### config.mk
export PLATFORM = sky130hd
export DESIGN_NAME = bbfine_tune_ctrl
export DESIGN_NICKNAME = d
export VERILOG_FILES = /design/src/rtl/bbfine_pkg.sv /design/src/rtl/bbfine_mode_tracker.sv /design/src/rtl/bbfine_code_stepper.sv /design/src/rtl/bbfine_tune_ctrl.sv
export SDC_FILE = /design/constraint.sdc
export NUM_CORES = 1
export LEC_CHECK = 0
export BUFFER_PORTS_ARGS = -buffer_cell sky130_fd_sc_hd__buf_4
export CAP_MARGIN = 0
export CORE_UTILIZATION = 23
export DETAILED_ROUTE_END_ITERATION = 12
export SYNTH_ARGS = -nofsm -noshare
export SYNTH_HDL_FRONTEND = slang
export SYNTH_SLANG_ARGS = --single-unit
### constraint.sdc
create_clock -name clk -period 2.4 [get_ports clk]
set_input_delay 0.48 -clock clk [delete_from_list [all_inputs] [get_ports clk]]
set_output_delay 0.48 -clock clk [all_outputs]
set_load 0.05 [all_outputs]
### src/rtl/bbfine_pkg.sv
package bbfine_pkg;
  typedef enum logic {
    STEP_WIDE   = 1'b0,
    STEP_NARROW = 1'b1
  } step_mode_e;
endpackage

### src/rtl/bbfine_mode_tracker.sv
module bbfine_mode_tracker
  import bbfine_pkg::*;
#(
  parameter int ALT_LIMIT = 3,
  parameter int RUN_LIMIT = 8
) (
  input  logic       clk,
  input  logic       rst_n,
  input  logic       upd,
  input  logic       hold,
  input  logic       dir_up,
  output step_mode_e mode
);
  localparam int AW = $clog2(ALT_LIMIT + 1);
  localparam int RW = $clog2(RUN_LIMIT + 1);

  logic          have_prev;
  logic          prev_up;
  logic [AW-1:0] alt_cnt, alt_nx;
  logic [RW-1:0] run_cnt, run_nx;
  step_mode_e    mode_nx;
  logic          flip;

  always_comb begin
    flip = have_prev && (dir_up != prev_up);
    if (flip) begin
      alt_nx = (alt_cnt == AW'(ALT_LIMIT)) ? alt_cnt : alt_cnt + AW'(1);
      run_nx = RW'(1);
    end else begin
      alt_nx = '0;
      run_nx = (run_cnt == RW'(RUN_LIMIT)) ? run_cnt : run_cnt + RW'(1);
    end
    mode_nx = mode;
    if (mode == STEP_WIDE && alt_nx == AW'(ALT_LIMIT))
      mode_nx = STEP_NARROW;
    else if (mode == STEP_NARROW && run_nx == RW'(RUN_LIMIT))
      mode_nx = STEP_WIDE;
  end

  always_ff @(posedge clk) begin
    if (!rst_n || hold) begin
      have_prev <= 1'b0;
      prev_up   <= 1'b0;
      alt_cnt   <= '0;
      run_cnt   <= '0;
      mode      <= STEP_WIDE;
    end else if (upd) begin
      have_prev <= 1'b1;
      prev_up   <= dir_up;
      alt_cnt   <= alt_nx;
      run_cnt   <= run_nx;
      mode      <= mode_nx;
    end
  end
endmodule

### src/rtl/bbfine_code_stepper.sv
module bbfine_code_stepper
  import bbfine_pkg::*;
#(
  parameter int CODE_W     = 9,
  parameter int WIDE_STEP  = 16,
  parameter int NARROW_STEP = 1
) (
  input  logic              clk,
  input  logic              rst_n,
  input  logic              upd,
  input  logic              dir_up,
  input  step_mode_e        mode,
  output logic [CODE_W-1:0] code
);
  localparam int EW = CODE_W + 1;
  localparam logic [EW-1:0]     MAX_CODE = EW'((1 << CODE_W) - 1);
  localparam logic [CODE_W-1:0] MID_CODE = CODE_W'(1 << (CODE_W - 1));

  logic [EW-1:0]     step, wide, sum, diff;
  logic [CODE_W-1:0] code_nx;

  always_comb begin
    step = (mode == STEP_NARROW) ? EW'(NARROW_STEP) : EW'(WIDE_STEP);
    wide = {1'b0, code};
    sum  = wide + step;
    diff = wide - step;
    if (dir_up)
      code_nx = (sum > MAX_CODE) ? MAX_CODE[CODE_W-1:0] : sum[CODE_W-1:0];
    else
      code_nx = (wide < step) ? '0 : diff[CODE_W-1:0];
  end

  always_ff @(posedge clk) begin
    if (!rst_n)   code <= MID_CODE;
    else if (upd) code <= code_nx;
  end
endmodule

### src/rtl/bbfine_tune_ctrl.sv
module bbfine_tune_ctrl
  import bbfine_pkg::*;
#(
  parameter int CODE_W      = 9,
  parameter int WIDE_STEP   = 16,
  parameter int NARROW_STEP = 1,
  parameter int ALT_LIMIT   = 3,
  parameter int RUN_LIMIT   = 8
) (
  input  logic              clk,
  input  logic              rst_n,
  input  logic              burst_done,
  input  logic              late,
  input  logic              coarse_zero,
  output logic [CODE_W-1:0] fine_code
);
  logic       accept;
  logic       hold;
  step_mode_e step_mode;

  assign accept = burst_done & coarse_zero;
  assign hold   = ~coarse_zero;

  bbfine_mode_tracker #(
    .ALT_LIMIT(ALT_LIMIT),
    .RUN_LIMIT(RUN_LIMIT)
  ) u_track (
    .clk   (clk),
    .rst_n (rst_n),
    .upd   (accept),
    .hold  (hold),
    .dir_up(late),
    .mode  (step_mode)
  );

  bbfine_code_stepper #(
    .CODE_W     (CODE_W),
    .WIDE_STEP  (WIDE_STEP),
    .NARROW_STEP(NARROW_STEP)
  ) u_step (
    .clk   (clk),
    .rst_n (rst_n),
    .upd   (accept),
    .dir_up(late),
    .mode  (step_mode),
    .code  (fine_code)
  );
endmodule

# ---- Word-level counts from Yosys, hierarchy flattened
# Cells that the tools add are included.
dict set report word_totals {
  out_inout_bits 9
  word_cells 37
  ff_bits 18
  in_bits 5
}
dict set report op_classes {
  bitwise 3
  n_eq_ne 5
  mux 10
  reduce_logical 7
  addsub 4
  order_cmp 2
}
# cell n
set op_table {}
lappend op_table {{9-bit 2-to-1 mux} 3}
lappend op_table {{9-bit by 10-bit adder with 10-bit output} 1}
lappend op_table {{10-bit by 9-bit > comparator with 1-bit output (second input constant)} 1}
lappend op_table {{9-bit by 10-bit < comparator with 1-bit output} 1}
lappend op_table {{9-bit subtractor} 1}
lappend op_table {{4-bit equality test (second input constant)} 2}
lappend op_table {{4-bit 2-to-1 mux} 2}
lappend op_table {{5-bit 2-to-1 mux} 1}
lappend op_table {{4-bit by 1-bit adder with 4-bit output (second input constant)} 1}
lappend op_table {{2-bit equality test (second input constant)} 2}
lappend op_table {{2-bit 2-to-1 mux} 2}
lappend op_table {{1-bit logical AND} 3}
lappend op_table {{2-bit by 1-bit adder with 2-bit output (second input constant)} 1}
lappend op_table {{1-bit 2-to-1 mux} 2}
lappend op_table {{1-bit NOT} 2}
lappend op_table {{2-bit AND reduction} 1}
lappend op_table {{2-bit nonzero test} 1}
lappend op_table {{1-bit bitwise AND} 1}
lappend op_table {{1-bit zero test} 1}
lappend op_table {{1-bit logical OR} 1}
lappend op_table {{1-bit inequality test} 1}

# ---- Logic depth before layout (Yosys ltp)
dict set report depth {
  word_depth 7
  depth_mapped 8
  depth_no_buf 8
}

# ---- Modules after synthesis
# Synthesis repeated with hierarchy kept, for this count alone.
dict set report unflattened {
  cells_unflattened 174
  hier_area_um2 1393.8
}
# mod area_each_um2 n_inst cells_each seq_area_each_um2
set modules_own_cells {}
lappend modules_own_cells {bbfine_code_stepper 924.6 1 117 180.2}
lappend modules_own_cells {bbfine_mode_tracker 459.2 1 55 180.2}
lappend modules_own_cells {bbfine_tune_ctrl 10.0 1 2 0.0}

# ---- Least setup slack after synthesis
# OpenSTA, ideal clock, no wires.
dict set report synth_path {
  kind {register to register}
  startpoint {register u_step.code[0]}
  endpoint {register u_step.code[4]}
  synth_period_minus_slack_ns 2.068
  stages_incl_launch_ff 9
  t_required_ns 2.341
  setup_time_ns 0.059
  path_slack_ns 0.332
  path_buffers 0
  arrival_ns 2.009
  cell_sequence {dfxtp_1 inv_1 ha_1 ha_1 nor3b_2 o21ai_1 o21bai_4 nor3_1 o31a_1}
}
dict set report synth_via {
  elab_chain_len 4
  elab_cells_between_ends 7
  cone_classes {add/sub (2); order compare (2); mux (3)}
}
# element line
set synth_lines {}
lappend synth_lines {{from (decl)} bbfine_code_stepper.sv:13} ;# output logic [CODE_W-1:0] code
lappend synth_lines {{from (signal assigned)} bbfine_code_stepper.sv:35} ;# else if (upd) code <= code_nx;
lappend synth_lines {{9-bit by 10-bit adder with 10-bit output} bbfine_code_stepper.sv:25} ;# sum = wide + step;
lappend synth_lines {{10-bit by 9-bit > comparator with 1-bit output} bbfine_code_stepper.sv:28} ;# code_nx = (sum > MAX_CODE) ? MAX_CODE[CODE_W-1:0] : sum[CODE_W-1:0];
lappend synth_lines {{9-bit 2-to-1 mux} bbfine_code_stepper.sv:28}
lappend synth_lines {{9-bit 2-to-1 mux (*)} bbfine_code_stepper.sv:27} ;# if (dir_up)
# Every way passes the cells marked *; elsewhere a longest branch is shown, timed or not.
# A chain may end at the register's enable or synchronous reset.

# ---- Final worst setup path
dict set report layout_path {
  startpoint {register u_track.mode}
  endpoint {register u_step.code[3]}
}
dict set report layout_via {
  elab_chain_len 5
  elab_cells_between_ends 8
  cone_classes {add/sub (2); order compare (2); mux (4)}
}
# element line
set layout_lines {}
lappend layout_lines {{from (decl)} bbfine_mode_tracker.sv:12} ;# output step_mode_e mode
lappend layout_lines {{from (signal assigned)} bbfine_mode_tracker.sv:52} ;# mode <= mode_nx;
lappend layout_lines {{5-bit 2-to-1 mux (*)} bbfine_code_stepper.sv:23} ;# step = (mode == STEP_NARROW) ? EW'(NARROW_STEP) : EW'(WIDE_STEP);
lappend layout_lines {{9-bit by 10-bit adder with 10-bit output} bbfine_code_stepper.sv:25}
lappend layout_lines {{10-bit by 9-bit > comparator with 1-bit output} bbfine_code_stepper.sv:28}
lappend layout_lines {{9-bit 2-to-1 mux} bbfine_code_stepper.sv:28}
lappend layout_lines {{9-bit 2-to-1 mux (*)} bbfine_code_stepper.sv:27}
# Marks and branches as above.

==> results by group <==
Routing
  – Vias/cell: roughly 4.9
  – WL/cell: about 13 um
  – Drt first pass iters: 4
  – Vias: between 1000 and 1500
  – Drt drc: 0
  – Starting DRT DRC Count: a little under 80
  – Final antenna-violating net count: 0
  – Final WL: between 3000 and 4000 um

STA
  – Final Critical Period: between 2 and 2.5 ns
  – Slew margin rel.: 0.667
  – Final Max Tran Viols: 0
  – Final WS setup: 0.247 ns
  – RSZ-0062 raised after global routing: false
  – Fin. Hold Viols: 0
  – Setup violators final: 0
  – Tcrit/Tclk final: 0.897
  – Final setup TNS: 0 ns
  – Worst Skew: approximately 0.0063 ns
  – Fmax: around 460 MHz
  – Worst Tran Pin Value: 0.498 ns

Clocking
  – Root buf cell: clkbuf_8
  – CTS Hold Buffers Added: 0
  – Max Buffers Root-to-Sink: 2
  – Post-CTS setup buffer count: 0
  – Post-cts sizing count: 0
  – Clock Pin Slew Worst Setup and Hold Paths: 0.08 ns
  – CTS HTree Levels: 1
  – TritonCTS buffer count: 3
  – Clk sinks: 18
  – CTS tree: built
  – Clk Latency, worst-skew pair: 0.26 ns

Global routing
  – Largest net degree at the start of global routing: 15
  – Total track usage: 0.110
  – Overflow after GRT: 0
  – Global-route wire length before repair: about 5300 um
  – Initial antenna violation count: 0
  – Vias in the first global route: 1112

Setup path
  – Startpoint class of the critical path: register
  – WS Path Type: register to register
  – Reg2reg end: u_step.code[3]
  – Crit-path max cell delay: 0.46 ns
  – Slowest CP cell: ha_1
  – Register-to-register setup slack: around 0.25 ns
  – CP Capture Type: register
  – Crit path DAT: 2.36 ns
  – Worst reg-to-reg path cell count: 7
  – Worst Path Required: around 2.6 ns
  – Reg2Reg Launch Point: u_track.mode
  – Worst Path Max Fanout: 9
  – Top Family by Delay on Critical Path: simple AND/OR/NAND/NOR gates
  – CP Buf/Inv Count: 1
  – Worst-path cell chain: inv_1, ha_1, nand3_1, o21bai_2, or3b_1, a21oi_1, o31a_1

Logic synthesis
  – Syn Nets: around 180
  – Yosys warning total: 0
  – Synth Cell Area: 1310 sq um
  – Synthesized instance count: between 150 and 200
  – Synth async-reset ratio: 0
  – Register bit total from synthesis: 18
  – Synth unique cells: 47
  – Post-synth EDFFs: 0
  – Mean Syn Cell Area: 7.97 sq um
  – Primary FF master, synth: dfxtp_1
  – Sequential-to-total area share from yosys stat: 0.276

Placement
  – DP Wirelength: 2360 um
  – Routability congestion estimate: 0.815
  – DP Worst Slack: 0.257 ns
  – PortBufs: 13

Layout
  – Ant. Diodes: 0
  – Synthesis-to-layout area growth: 15.7%
  – Final net count: about 190
  – Layout cells sized above 1: 0.151

Die
  – Std cell rows: 27
  – Die Footprint: ~6000 sq um
  – Initial core utilization: 0.237
  – Die extent in x: 77.4 um
  – Core area: about 5500 sq um
  – Die height: slightly below 80 um
  – Io pins: 14

Job
  – Max-cap viol count: 0

Worst hold path
  – Worst hold stages: 2
  – Worst Hold Class: input port to register
  – Min-Delay Startpoint: rst_n
  – Hold endpoint: u_step.code[8]

Power
  – Pwr/cell area: 498 nW/um^2
  – Leakage: 0.550 nW
  – IR drop worst, VDD: between 150 and 200 uV

Run status
  – Status: finished clean
[report_power, final]
group	leakage [nW]	internal, mW	switching, mW
sequential	0.147	0.311	0.0246
clock	0.0288	0.146	0.111
combinational	0.375	0.0602	0.100
[layout make-up]
| class | count | area (sq um) |
|---|---|---|
| Inverter | 6 | 22.5 |
| Timing Repair Buffer | 16 | 120 |
| Sequential cell | 18 | 360 |
| Clock buffer | 4 | 55.1 |
| Fill cell | 596 | 3990 |
| Tap cell | 72 | 90.1 |
| Multi-Input combinational cell | 128 | 865 |
[worst register-to-register path, delay by kind of cell (launching register included)]
family          cells  cell delay [ns]
flops               1             0.42
compound gates      3             0.55
fa+ha+maj           1             0.46
simple gates        2             0.58
buf+inv             1             0.10
[cell families after synthesis]
group                      Yosys count  synth area share
AOI/OAI and AO/OA                   45             0.239
xor gates and xnor gates             9            0.0603
adders and majority gates            8            0.0766
buffers and inverters               18            0.0632
DFF                                 18             0.276
muxes                                2            0.0163
and+or+nand+nor                     64             0.269
[sequential cells by signal, summed over array words and instances (netlist names)]
register / flops
u_track.alt_cnt: 2
u_track.have_prev: 1
u_track.prev_up: 1
u_track.mode: 1
u_step.code: 9
u_track.run_cnt: 4
[placed cells by master, fill, tap and decap left out, types with 6 or more instances in the layout]
master,instances
a21oi_1,14
buf_4,16
dfxtp_1,18
ha_1,8
inv_1,6
nand2_1,12
nand3_1,12
nor2_1,13
nor3_1,8
o21ai_0,6
xor2_1,6
[worst max path at each step]
stage | from | to | slack (ns) | cells after the start
after detailed placement | u_track.mode | u_step.code[3] | 0.26 | 7
after CTS | u_track.mode | u_step.code[3] | 0.24 | 7
after global routing | u_track.mode | u_step.code[3] | 0.07 | 7
after floorplan | u_step.code[0] | u_step.code[4] | 0.33 | 8
final | u_track.mode | u_step.code[3] | 0.25 | 7
after global placement | u_track.mode | u_step.code[3] | 0.28 | 7
[per-stage QoR]
step	total power [mW]	cell area, sq um	util	hold WS, ns	instances
3_3_place_gp	0.503	1460	0.265	0.470	240
4_1_cts	0.764	1510	0.275	0.471	244
6_report	0.753	1510	0.275	0.476	244
3_5_place_dp	0.503	1460	0.265	0.479	240
5_1_grt	0.791	1510	0.275	0.484	244
2_1_floorplan	0.459	1310	-	0.454	164
[synthesized netlist by cell type (2+ instances only)]
master	count	area share
inv_1	6	0.017
nand3_1	12	0.046
nor2_1	13	0.037
nor3_1	8	0.031
xor2_1	6	0.040
o21a_1	3	0.017
a311oi_1	2	0.013
and2_1	2	0.0096
xnor2_1	3	0.020
o211ai_1	2	0.011
o31a_1	4	0.027
buf_2	3	0.011
and3b_1	2	0.013
o21ai_0	6	0.023
ha_1	8	0.077
nand2_1	12	0.034
dfxtp_1	18	0.28
clkbuf_1	7	0.020
nor2b_1	4	0.019
a31oi_1	2	0.0096
a21oi_1	14	0.054
nor4_1	2	0.0096
[metal layers]
| layer | wire, um | global-route usage | vias to the layer above |
|---|---|---|---|
| li1 | - | - | 611 |
| met1 | 1510 | 0.141 | 561 |
| met2 | 1530 | 0.185 | 21 |
| met3 | 152 | 0.0247 | 5 |
| met4 | 17 | 0.0321 | 0 |
| met5 | 0 | 0 | - |
(Power assumes the default switching activity.)
